`config.mk`:
```
export PLATFORM = sky130hd
export DESIGN_NAME = por_seq_ctrl
export DESIGN_NICKNAME = d
export VERILOG_FILES = /design/src/rtl/por_pkg.sv /design/src/rtl/por_delay_timer.sv /design/src/rtl/por_boot_latch.sv /design/src/rtl/por_seq_ctrl.sv
export SDC_FILE = /design/constraint.sdc
export NUM_CORES = 1
export LEC_CHECK = 0
export BUFFER_PORTS_ARGS = -buffer_cell sky130_fd_sc_hd__buf_4
export CAP_MARGIN = 30
export CORE_UTILIZATION = 50
export CTS_CLUSTER_DIAMETER = 120
export DETAILED_ROUTE_END_ITERATION = 8
export PLACE_DENSITY = 0.69
export SYNTH_ARGS = -nofsm -noshare
export SYNTH_HDL_FRONTEND = slang
export SYNTH_SLANG_ARGS = --single-unit
```
`constraint.sdc`:
```
create_clock -name clk -period 5.4 [get_ports clk]
set_input_delay 0 -clock clk [delete_from_list [all_inputs] [get_ports clk]]
set_output_delay 0 -clock clk [all_outputs]
set_load 0.005 [all_outputs]
```
`src/rtl/por_pkg.sv`:
```
package por_pkg;
  localparam int unsigned BOOT_W = 16;

  function automatic int unsigned ms_to_cycles(input int unsigned clk_hz,
                                               input int unsigned ms);
    return (clk_hz / 1000) * ms;
  endfunction
endpackage

```
`src/rtl/por_delay_timer.sv`:
```
module por_delay_timer #(
  parameter int unsigned UNIT  = 610,
  parameter int unsigned COUNT = 12
) (
  input  logic clk,
  input  logic rst_n,
  input  logic run,
  output logic done
);
  localparam int unsigned CW = $clog2(COUNT + 1);
  localparam int unsigned PW = (UNIT > 1) ? $clog2(UNIT) : 1;

  logic          tick;
  logic [CW-1:0] cnt_q, cnt_d;

  generate
    if (UNIT > 1) begin : g_prescale
      logic [PW-1:0] pre_q, pre_d;
      assign tick = run && (pre_q == PW'(UNIT - 1));
      always_comb begin
        if (!run || tick) pre_d = '0;
        else              pre_d = pre_q + PW'(1);
      end
      always_ff @(posedge clk or negedge rst_n) begin
        if (!rst_n) pre_q <= '0;
        else        pre_q <= pre_d;
      end
    end else begin : g_direct
      assign tick = run;
    end
  endgenerate

  always_comb begin
    if (!run)                                 cnt_d = '0;
    else if (tick && (cnt_q != CW'(COUNT)))   cnt_d = cnt_q + CW'(1);
    else                                      cnt_d = cnt_q;
  end

  always_ff @(posedge clk or negedge rst_n) begin
    if (!rst_n) cnt_q <= '0;
    else        cnt_q <= cnt_d;
  end

  assign done = (cnt_q == CW'(COUNT));
endmodule

```
`src/rtl/por_boot_latch.sv`:
```
module por_boot_latch
  import por_pkg::*;
#(
  parameter int unsigned PRESCALE = 610,
  parameter int unsigned SETUP_P  = 2,
  parameter int unsigned HOLD_P   = 15
) (
  input  logic              clk,
  input  logic              rst_n,
  input  logic              por_q,
  input  logic              por_rise,
  input  logic [BOOT_W-1:0] boot_pins,
  output logic              boot_window,
  output logic              boot_valid,
  output logic [BOOT_W-1:0] boot_word,
  output logic              boot_ok
);
  logic [BOOT_W-1:0] pins_q;
  logic              pins_same;
  logic              setup_done;
  logic              hold_done;
  logic              captured_q, captured_d;
  logic              valid_q, valid_d;
  logic [BOOT_W-1:0] word_q, word_d;
  logic              ok_q, ok_d;
  logic              grab;

  assign pins_same = (boot_pins == pins_q);

  por_delay_timer #(.UNIT(PRESCALE), .COUNT(SETUP_P)) u_setup (
    .clk(clk), .rst_n(rst_n), .run(pins_same), .done(setup_done)
  );

  por_delay_timer #(.UNIT(PRESCALE), .COUNT(HOLD_P)) u_hold (
    .clk(clk), .rst_n(rst_n), .run(por_q), .done(hold_done)
  );

  assign boot_window = por_q && !hold_done;
  assign grab        = por_q && hold_done && !captured_q;

  always_comb begin
    captured_d = por_q ? (captured_q || grab) : 1'b0;
    valid_d    = grab;
    word_d     = grab ? boot_pins : word_q;
    if (por_rise)                       ok_d = setup_done;
    else if (boot_window && !pins_same) ok_d = 1'b0;
    else                                ok_d = ok_q;
  end

  always_ff @(posedge clk or negedge rst_n) begin
    if (!rst_n) begin
      pins_q     <= '0;
      captured_q <= 1'b0;
      valid_q    <= 1'b0;
      word_q     <= '0;
      ok_q       <= 1'b0;
    end else begin
      pins_q     <= boot_pins;
      captured_q <= captured_d;
      valid_q    <= valid_d;
      word_q     <= word_d;
      ok_q       <= ok_d;
    end
  end

  assign boot_valid = valid_q;
  assign boot_word  = word_q;
  assign boot_ok    = ok_q;
endmodule

```
`src/rtl/por_seq_ctrl.sv`:
```
module por_seq_ctrl
  import por_pkg::*;
#(
  parameter int unsigned PRESCALE  = 610,
  parameter int unsigned MAIN_P    = 12,
  parameter int unsigned SETUP_P   = 2,
  parameter int unsigned HOLD_P    = 15,
  parameter int unsigned CLK_HZ    = 20_000_000,
  parameter int unsigned AON_MS    = 1,
  parameter int unsigned PERIPH_MS = 2
) (
  input  logic              clk,
  input  logic              rst_n,
  input  logic              rails_ok,
  input  logic              osc_ok,
  input  logic              aon_rails_ok,
  input  logic              clk32k_ok,
  input  logic              warm_rst_n,
  input  logic [BOOT_W-1:0] boot_pins,
  output logic              por_n,
  output logic              aon_rst_n,
  output logic              periph_rst_n,
  output logic              boot_window,
  output logic              boot_valid,
  output logic [BOOT_W-1:0] boot_word,
  output logic              boot_ok
);
  localparam int unsigned AON_CYC    = ms_to_cycles(CLK_HZ, AON_MS);
  localparam int unsigned PERIPH_CYC = ms_to_cycles(CLK_HZ, PERIPH_MS);

  logic main_run, main_done;
  logic aon_run, aon_done;
  logic periph_done;
  logic por_q, por_d;
  logic aon_q, aon_d;
  logic periph_q, periph_d;
  logic por_rise;

  assign main_run = rails_ok && osc_ok && warm_rst_n;
  assign aon_run  = aon_rails_ok && clk32k_ok;

  por_delay_timer #(.UNIT(PRESCALE), .COUNT(MAIN_P)) u_main (
    .clk(clk), .rst_n(rst_n), .run(main_run), .done(main_done)
  );

  por_delay_timer #(.UNIT(1), .COUNT(AON_CYC)) u_aon (
    .clk(clk), .rst_n(rst_n), .run(aon_run), .done(aon_done)
  );

  por_delay_timer #(.UNIT(1), .COUNT(PERIPH_CYC)) u_periph (
    .clk(clk), .rst_n(rst_n), .run(por_q), .done(periph_done)
  );

  always_comb begin
    por_d    = main_run && main_done;
    aon_d    = aon_run && aon_done;
    periph_d = periph_done;
    por_rise = por_d && !por_q;
  end

  always_ff @(posedge clk or negedge rst_n) begin
    if (!rst_n) begin
      por_q    <= 1'b0;
      aon_q    <= 1'b0;
      periph_q <= 1'b0;
    end else begin
      por_q    <= por_d;
      aon_q    <= aon_d;
      periph_q <= periph_d;
    end
  end

  por_boot_latch #(.PRESCALE(PRESCALE), .SETUP_P(SETUP_P), .HOLD_P(HOLD_P)) u_boot (
    .clk        (clk),
    .rst_n      (rst_n),
    .por_q      (por_q),
    .por_rise   (por_rise),
    .boot_pins  (boot_pins),
    .boot_window(boot_window),
    .boot_valid (boot_valid),
    .boot_word  (boot_word),
    .boot_ok    (boot_ok)
  );

  assign por_n        = por_q;
  assign aon_rst_n    = aon_q;
  assign periph_rst_n = periph_q && por_q;
endmodule

```
# Word-level counts from Yosys, hierarchy flattened
# Cells that the tools add are included.
[classes] n_addsub=8 n_eq_ne=19 muxes=16 n_reduce_logical=29
[ops] cell="16-bit two-way mux" n=2
[ops] cell="10-bit by 1-bit adder with 10-bit output (second input constant)" n=3
[ops] cell="10-bit == test (second input constant)" n=3
[ops] cell="10-bit two-way mux" n=3
[ops] cell="15-bit two-way mux" n=2
[ops] cell="1-bit logical AND" n=19
[ops] cell="16-bit by 1-bit adder with 16-bit output (second input constant)" n=1
[ops] cell="16-bit == test" n=1
[ops] cell="16-bit == test (second input constant)" n=1
[ops] cell="4-bit two-way mux" n=4
[ops] cell="16-bit inequality test (second input constant)" n=1
[ops] cell="15-bit by 1-bit adder with 15-bit output (second input constant)" n=1
[ops] cell="15-bit == test (second input constant)" n=1
[ops] cell="15-bit inequality test (second input constant)" n=1
[ops] cell="4-bit by 1-bit adder with 4-bit output (second input constant)" n=2
[ops] cell="4-bit == test (second input constant)" n=2
[ops] cell="2-bit by 1-bit inequality test with 1-bit output (second input constant)" n=4
[ops] cell="4-bit inequality test (second input constant)" n=2
[ops] cell="1-bit logical NOT" n=5
[ops] cell="1-bit logical OR" n=4
[ops] cell="2-bit two-way mux" n=2
[ops] cell="2-bit inequality test (second input constant)" n=2
[ops] cell="1-bit two-way mux" n=3
[ops] cell="2-bit by 1-bit adder with 2-bit output (second input constant)" n=1
[ops] cell="2 further kinds" n=2
[totals] register_bits=109 inputBits=23 out_inout_bits=22 word_cells=88

# Logic depth before layout (Yosys ltp)
# Gate-level depths: netlist of run 1.
[depth] depth_word=6 ltp_mapped=7 depth_no_buf=6

# Cells and area by module
# A second synthesis of run 1 with hierarchy kept.
[hier_totals] hier_cells=505 area_unflattened_um2=5226.3
[by_module_without_submodules] mod="por_boot_latch" n_inst=1 cells_each=114 area_per_inst_um2=1298.7 seq_area_each_um2=875.8
[by_module_without_submodules] mod="por_delay_timer at u_periph" n_inst=1 cells_each=92 area_per_inst_um2=884.6 seq_area_each_um2=400.4
[by_module_without_submodules] mod="por_delay_timer at u_aon" n_inst=1 cells_each=89 area_per_inst_um2=857.1 seq_area_each_um2=375.4
[by_module_without_submodules] mod="por_delay_timer at u_main" n_inst=1 cells_each=72 area_per_inst_um2=733.2 seq_area_each_um2=350.3
[by_module_without_submodules] mod="por_delay_timer at u_boot.u_hold" n_inst=1 cells_each=70 area_per_inst_um2=721.9 seq_area_each_um2=350.3
[by_module_without_submodules] mod="por_delay_timer at u_boot.u_setup" n_inst=1 cells_each=59 area_per_inst_um2=609.3 seq_area_each_um2=300.3
[by_module_without_submodules] mod="por_seq_ctrl" n_inst=1 cells_each=9 area_per_inst_um2=121.4 seq_area_each_um2=75.1

# Worst setup path after synthesis of run 1
# Ideal clock, no wire load.
[synth_timing] path_type="flip-flop to flip-flop" start="reg u_aon.cnt_q[7]" end="reg u_aon.cnt_q[1]" setup_time_ns=0.124 arrival_time_ns=1.732 t_required_ns=5.276 setup_slack_ns=3.544 stages_incl_launch_ff=6 path_buffers=1 period_less_slack_ns=1.856 cell_sequence="dfrtp_1 -> or4_1 -> or4_1 -> buf_2 -> mux2i_1 -> nor2_1"
[synth_between] elab_chain_cells=3
[synth_lines] element="start: declaration" line_no="por_delay_timer.sv:14" source="logic [CW-1:0] cnt_q, cnt_d;"
[synth_lines] element="start signal: assignment" line_no="por_delay_timer.sv:41" source="else cnt_q <= cnt_d;"
[synth_lines] element="15-bit inequality test" line_no="por_delay_timer.sv:35" source="else if (tick && (cnt_q != CW'(COUNT))) cnt_d = cnt_q + CW'(1);"
[synth_lines] element="1-bit logical AND" line_no="por_delay_timer.sv:35"
[synth_lines] element="2-bit by 1-bit inequality test with 1-bit output (no source line)"
# Every way passes these cells.
# A chain may end at the register's enable or synchronous reset.

# Worst setup path after layout of run 1
[layout_timing] start="reg u_aon.cnt_q[7]" end="reg u_aon.cnt_q[0]"
# Same word-level chain as after synthesis.

==> impl_results.rst, run 1 <==
.. list-table::
   :header-rows: 1

   * - Metric
     - Value
   * - Run status
     - complete, no violations
   * - Capturing element type of the critical path
     - register
   * - Setup Fix Bufs, Post-CTS
     - 0
   * - Site row count
     - 35
   * - Sequential-to-total area share from yosys stat
     - 0.551
   * - Count of state elements after synthesis
     - 109
   * - Classification of the worst setup path
     - register to register
   * - Setup skew after layout
     - 0.0123 ns
   * - Data arrival, critical path
     - 2.21 ns
   * - Maximum number of pins on one net before global-route repair
     - 46
   * - Largest vdd supply drop
     - 0.000204 V
   * - Post-layout net count
     - 561
   * - R2R depth
     - 4
   * - CTS buffer count
     - 9
   * - Area grow syn2layout
     - 18.2%
   * - Cell types occupying the most area after synthesis
     - dfrtp_1 (55%), xor2_1 (6.2%), xnor2_1 (5.1%), nor2_1 (4.7%), mux2_2 (3.6%)
   * - Routability cong.
     - 0.824
   * - Relative slew slack
     - 0.332
   * - HP Start
     - clk32k_ok
   * - DP Wirelength
     - 5980 um
   * - Highest net fanout along the worst path
     - 7
   * - Cell area after synthesis
     - 4950 um^2
   * - Core Region
     - 9420 um^2
   * - Design area
     - 5850 um^2
   * - TritonCTS clock tree
     - done
   * - First-pass GRT wire length
     - 15800 um
   * - Latest clock arrival within the worst-skew pair
     - 0.37 ns
   * - Worst-case hold path end point
     - u_aon.cnt_q[14]$_DFFE_PN0P_
   * - Routed Antenna Nets
     - 0
   * - Hold Path Cell Cnt
     - 4
   * - Cell Pwr Density
     - 249 nW/um^2
   * - FF/Latch Area
     - 2730 um^2
   * - Area taken by multi-input logic gates
     - 2110 um^2
   * - Critical Path RT
     - 5.64 ns
   * - Number of iterations in the first detailed-routing pass
     - 4
   * - Capture instance of the worst register-to-register path
     - u_aon.cnt_q[0]$_DFFE_PN0P_
   * - Number of antenna violations at the first check in global routing
     - 0
   * - Number of buffers added on ports
     - 44
   * - Leakage Power
     - 2.57 nW
   * - Most frequently used cell type in the post-synthesis netlist
     - dfrtp_1
   * - Post-synthesis area per instance
     - 10.8 um^2
   * - Max Clock Freq
     - 508 MHz
   * - Clk root buf
     - clkbuf_8
   * - Count of fill cells added during filler insertion
     - 765
   * - Via Count
     - 3443
   * - Cell types with the highest counts after synthesis
     - dfrtp_1 (109), nor2_1 (62), xor2_1 (35)
   * - Chip width
     - 102 um
   * - Max-capacitance violation count
     - 0
   * - Post-synthesis cell type count
     - 34
   * - Max-slew violation total from the final report
     - 0
   * - Transition time at the pin with the least slew margin
     - 0.994 ns
   * - RSZ-0062 raised after global routing
     - false
   * - Fin crit period
     - 1.97 ns
   * - Sum of routed wire length over all layers
     - 8900 um
   * - Fraction of final layout cells with drive strength greater than 1
     - 0.159
   * - Maximum level of the CTS H-tree
     - 3
   * - Global routing usage summed across all routing layers
     - 0.197
   * - Die Ht
     - 102 um
   * - Number of synthesis warnings
     - 0
   * - CTS clk-pin slew, worst paths
     - 0.11 ns
   * - Setup slack at placement
     - 3.44 ns
   * - Worst min-delay path category
     - input pin to register
   * - Hold violation total from the final report
     - 0
   * - Clk sinks
     - 109
   * - Count of antenna diodes in the layout
     - 0
   * - Number of vias per cell after detailed routing
     - 5.23
   * - Critical Path Source Type
     - register
   * - Post-DR wirelength/cell
     - 13.5 um
   * - DRC marker count from the first detailed-route iteration
     - 139
   * - Number of setup violations in the final report
     - 0
   * - Worst reg-to-reg setup slack
     - 3.43 ns
   * - Floorplan die area
     - 10300 um^2
   * - Post-synthesis cell count
     - 458
   * - Number of ports placed on the die boundary
     - 45
   * - Synth area leader
     - dfrtp_1
   * - Share of synthesized flip-flops with an asynchronous set or reset
     - 1.00
   * - Final clock period utilization by the worst path
     - 0.365
   * - Area fraction of the dominant cell type after synthesis
     - 0.551
   * - PnR worst setup slack
     - 3.43 ns
   * - Post-route setup TNS
     - 0 ns
   * - Overflow left after global routing
     - 0
   * - Max Buffers Root-to-Sink
     - 2
   * - Synthesized net count
     - 495
   * - Via count of the first global-routing pass
     - 3442
   * - Primary FF master, synth
     - dfrtp_1
   * - Number of remaining DRC errors
     - 0
   * - Number of enable-type register cells in the synthesized netlist
     - 0
   * - R2R Path Start
     - u_aon.cnt_q[7]$_DFFE_PN0P_
   * - Post-detailed-placement cell area
     - 5440 um^2
   * - Initial Utilization
     - 0.526
## registers in the layout (all words and copies together) (netlist names), 4 cells and up
| signal | cells |
|---|---|
| u_periph.cnt_q | 16 |
| u_boot.u_setup.g_prescale.pre_q | 10 |
| u_main.g_prescale.pre_q | 10 |
| u_boot.u_hold.g_prescale.pre_q | 10 |
| u_aon.cnt_q | 15 |
| u_boot.boot_word | 16 |
| u_boot.u_hold.cnt_q | 4 |
| u_main.cnt_q | 4 |
| u_boot.pins_q | 16 |
## per-stage QoR
| stage | power [mW] | hold slack [ns] | util | std cells |
|---|---|---|---|---|
| after floorplan | 0.857 | -0.296 | - | 458 |
| after global placement | 0.892 | -0.0926 | 0.576 | 624 |
| after detailed placement | 0.896 | -0.0919 | 0.578 | 625 |
| after CTS | 1.47 | 0.00189 | 0.622 | 658 |
| after global routing | 1.52 | 0.0677 | 0.622 | 658 |
| final | 1.46 | 0.0215 | 0.622 | 658 |
## cell families after synthesis
group                    Yosys count  share of synthesized area
AO/OA/AOI/OAI                     21                     0.0230
XOR/XNOR                          64                      0.113
adder cells (fa/ha/maj)           14                     0.0354
buffers and inverters             30                     0.0232
flip-flops                       109                      0.551
multiplexers                      23                     0.0505
AND/OR/NAND/NOR                  197                      0.204
## what timing repair did
item | 4_1_cts | 5_1_grt
gates resized for setup | 0 | 0
endpoints found under the hold margin | 53 | 0
hold buffers | 17 | 0
## layout by cell type, fill, tap and decap left out, types with 2 or more instances in the layout
cell and instances:
dfrtp_1 109, nor2_1 62, buf_4 46, xor2_1 35, nand3_1 34, xnor2_1 29, inv_1 21, nor3_1 20
dlygate4sd3_1 17, nand2_1 16, mux2_2 16, nand4_1 15, ha_1 14, nor4_1 13, a21oi_1 13, or3_1 9
clkbuf_8 9, and3_1 7, mux2i_1 7, o21ai_0 6, or4_1 3, nand3b_1 3, or2_2 2, nor4bb_1 2
and2_1 2, nand2b_1 2, bufinv_16 2, inv_8 2
## worst max-delay path by stage
stage                                                             from  cells after the start                                            to  slack, ns
after CTS                                   u_aon.cnt_q[7]$_DFFE_PN0P_                      4                    u_aon.cnt_q[1]$_DFFE_PN0P_       3.43
after floorplan                             u_aon.cnt_q[7]$_DFFE_PN0P_                      5                    u_aon.cnt_q[1]$_DFFE_PN0P_       3.54
after global placement                      u_aon.cnt_q[7]$_DFFE_PN0P_                      4                    u_aon.cnt_q[0]$_DFFE_PN0P_       3.47
final                                       u_aon.cnt_q[7]$_DFFE_PN0P_                      4                    u_aon.cnt_q[0]$_DFFE_PN0P_       3.43
after global routing      u_boot.u_setup.g_prescale.pre_q[1]$_DFF_PN0_                      5  u_boot.u_setup.g_prescale.pre_q[8]$_DFF_PN0_       3.30
after detailed placement                    u_aon.cnt_q[7]$_DFFE_PN0P_                      4                    u_aon.cnt_q[0]$_DFFE_PN0P_       3.44
## worst max-delay path, stage by stage, from the launching register on
cell and delay, ns:
dfrtp_1 0.45, or4_1 0.52, or4_1 0.64, xnor2_1 0.17, nor2_1 0.06
## layout make-up
cell class,instances,share of cell area
Timing Repair Buffer,64,0.0915
Inverter,21,0.0135
Tap cell,129,0.0276
Clock buffer,9,0.0212
Multi-Input combinational cell,319,0.360
Clock inverter,7,0.0199
Sequential cell,109,0.466
## metal layers
layer / vias to the layer above / track usage / part of all wire
li1: 1710 / - / -
met1: 1668 / 0.257 / 0.47
met2: 57 / 0.324 / 0.48
met3: 8 / 0.0462 / 0.035
met4: 0 / 0.0669 / 0.014
met5: - / 0 / 0
## where the power goes
part           total [mW]  internal (mW)  switching, mW  leakage [nW]
clock network       0.567          0.274          0.293         0.121
logic              0.0610         0.0278         0.0331         0.960
registers           0.827          0.823        0.00456          1.48
No activity file was read; power rests on OpenSTA's default activity.
==> inputs of run 2 (changes only) <==
clock period = 2 ns   (was 5.4 ns; I/O delays follow)
==> run 2 against run 1 <==
  * Critical path depth unchanged
  * Clock-buffer cell count grew 2
  * Non-clock buffer count rose by 13
  * Sequential share of layout area is 0.56 points lower
  * Critical path type unchanged
  * Critical endpoint is now u_main.cnt_q[3]$_DFFE_PN0P_
  * Largest cell class unchanged
  * Largest power group unchanged
  * Highest routed layer unchanged
==> impl_results.rst, run 2 (synthesis results as in run 1) <==
.. list-table::
   :header-rows: 1

   * - Metric
     - Value
   * - Number of iterations in the first detailed-routing pass
     - 4
   * - Largest vdd supply drop
     - 0.000525 V
   * - Leakage Power
     - 2.60 nW
   * - Worst reg-to-reg setup slack
     - 0.08 ns
   * - Count of antenna diodes in the layout
     - 0
   * - Initial Utilization
     - 0.526
   * - Slowest Stage Delay on Critical Path
     - 0.51 ns
   * - Post-DR wirelength/cell
     - 13.9 um
   * - Post-detailed-placement cell area
     - 5520 um^2
   * - Capturing element type of the critical path
     - register
   * - Classification of the worst setup path
     - register to register
   * - Commonest non-fill, non-tap cell in the layout
     - dfrtp_1
   * - TritonCTS clock tree
     - done
   * - Transition time at the pin with the least slew margin
     - 0.612 ns
   * - Area grow syn2layout
     - 19.6%
   * - Run status
     - complete, no violations
   * - Number of setup violations in the final report
     - 0
   * - Number of remaining DRC errors
     - 0
   * - Number of buffers added on ports
     - 44
   * - Number of vias per cell after detailed routing
     - 5.23
   * - Relative slew slack
     - 0.592
   * - Site row count
     - 35
   * - Latest clock arrival within the worst-skew pair
     - 0.37 ns
   * - Number of antenna violations at the first check in global routing
     - 0
   * - Chip width
     - 102 um
   * - Count of fill cells added during filler insertion
     - 769
   * - Cell Pwr Density
     - 634 nW/um^2
   * - Post-route setup TNS
     - 0 ns
   * - Floorplan die area
     - 10300 um^2
   * - Hold violation total from the final report
     - 0
   * - Max-slew violation total from the final report
     - 0
   * - Routed Antenna Nets
     - 0
   * - Slowest cell on the critical path
     - or4b_4
   * - DRC marker count from the first detailed-route iteration
     - 129
   * - Placed instance count
     - 635
   * - Fin crit period
     - 1.92 ns
   * - Post-layout net count
     - 574
   * - Via Count
     - 3506
   * - Global routing usage summed across all routing layers
     - 0.199
   * - Clk sinks
     - 109
   * - Critical-path cell list
     - or3_4 -> or4b_4 -> or3_1 -> a21oi_1
   * - CTS clk-pin slew, worst paths
     - 0.10 ns
   * - Post-Layout Cell Count
     - 671
   * - Final clock period utilization by the worst path
     - 0.958
   * - Via count of the first global-routing pass
     - 3509
   * - Cell family contributing the most delay on the critical path
     - simple AND/OR/NAND/NOR gates
   * - Routability cong.
     - 0.847
   * - Commonest non-fill, non-tap cells in the layout
     - dfrtp_1 (109), nor2_1 (62), buf_4 (57)
   * - First-pass GRT wire length
     - 15800 um
   * - Clk root buf
     - clkbuf_8
   * - Worst min-delay path category
     - input pin to register
   * - Core Region
     - 9420 um^2
   * - Setup skew after layout
     - 0.00855 ns
   * - Maximum number of pins on one net before global-route repair
     - 49
   * - Maximum level of the CTS H-tree
     - 3
   * - Max Clock Freq
     - 522 MHz
   * - Design area
     - 5920 um^2
   * - Fraction of final layout cells with drive strength greater than 1
     - 0.175
   * - Critical Path Source Type
     - register
   * - Die Ht
     - 102 um
   * - Data arrival, critical path
     - 2.21 ns
   * - Max-capacitance violation count
     - 0
   * - Overflow left after global routing
     - 0
   * - Sum of routed wire length over all layers
     - 9310 um
   * - Max Buffers Root-to-Sink
     - 2
   * - Highest net fanout along the worst path
     - 4
   * - Number of ports placed on the die boundary
     - 45
   * - Critical Path RT
     - 2.29 ns
   * - Number of buffer and inverter stages on the critical path
     - 0
   * - CTS buffer count
     - 9
   * - DP Wirelength
     - 6160 um
==> run 2: cell count changes in the layout (fill, tap and decap cells not counted) <==
cell,before,now
or3_4,0,1
or4_1,3,2
inv_6,1,0
clkinv_8,1,0
bufinv_16,2,1
clkinvlp_4,0,1
clkbuf_1,0,2
or3_1,9,8
buf_4,46,57
dlygate4sd3_1,17,19
or4_4,0,1
==> run 2: worst paths after layout <==
path | endpoint | cells past startpoint | startpoint
min | u_main.cnt_q[3]$_DFFE_PN0P_ | 3 | osc_ok
max | u_main.cnt_q[3]$_DFFE_PN0P_ | 4 | u_main.g_prescale.pre_q[4]$_DFF_PN0_
min reg2reg | u_boot.boot_word[10]$_DFFE_PN0P_ | 1 | u_boot.boot_word[10]$_DFFE_PN0P_
max reg2reg | u_main.cnt_q[3]$_DFFE_PN0P_ | 4 | u_main.g_prescale.pre_q[4]$_DFF_PN0_
min in group asynchronous | u_main.g_prescale.pre_q[7]$_DFF_PN0_ | 2 | rst_n
max in group asynchronous | u_aon.cnt_q[5]$_DFFE_PN0P_ | 3 | rst_n
==> run 2: final cells by class <==
| cell class | count | area, um^2 | share of cell area |
|---|---|---|---|
| clock buffer | 11 | 131 | 0.0222 |
| multi-input combinational | 319 | 2120 | 0.358 |
| sequential | 109 | 2730 | 0.460 |
| clock inverter | 5 | 68.8 | 0.0116 |
| tap | 129 | 161 | 0.0272 |
| inverter | 21 | 78.8 | 0.0133 |
| timing repair buffer | 77 | 638 | 0.108 |
==> run 2: worst reg2reg max path, delay by kind of cell, from the launching register on <==
family	cells	cell delay, ns
AO/OA/AOI/OAI	1	0.14
flip-flops	1	0.43
AND/OR/NAND/NOR	3	1.26
==> run 2: power breakdown <==
| part | internal (mW) | total [mW] | switching, mW |
|---|---|---|---|
| combinational | 0.0768 | 0.167 | 0.0901 |
| clock | 0.600 | 1.35 | 0.754 |
| sequential | 2.22 | 2.23 | 0.0125 |
==> run 2: repair_timing <==
| item | 4_1_cts | 5_1_grt |
|---|---|---|
| hold buffers | 19 | 0 |
| buffers inserted | 0 | 1 |
| gates resized for setup | 0 | 2 |
| endpoints found under the setup margin | 0 | 3 |
| hold endpoints to repair | 76 | 0 |
==> run 2: per-stage QoR <==
step	util	hold WS [ns]	setup WS, ns	power (mW)
CTS	0.628	0.0803	0.0320	3.81
global route	0.629	0.0985	-0.00890	3.91
global placement	0.586	0.0568	0.132	2.42
detailed placement	0.586	0.0634	0.0831	2.42
finish	0.629	0.0879	0.0835	3.76
floorplan	-	-0.296	0.144	2.31
==> run 2: routing by layer <==
metal	track usage	up-vias	routed length, um
met5	0	-	0
met3	0.0476	15	286
met2	0.335	48	4570
met1	0.250	1716	4300
li1	-	1727	-
met4	0.0758	0	153
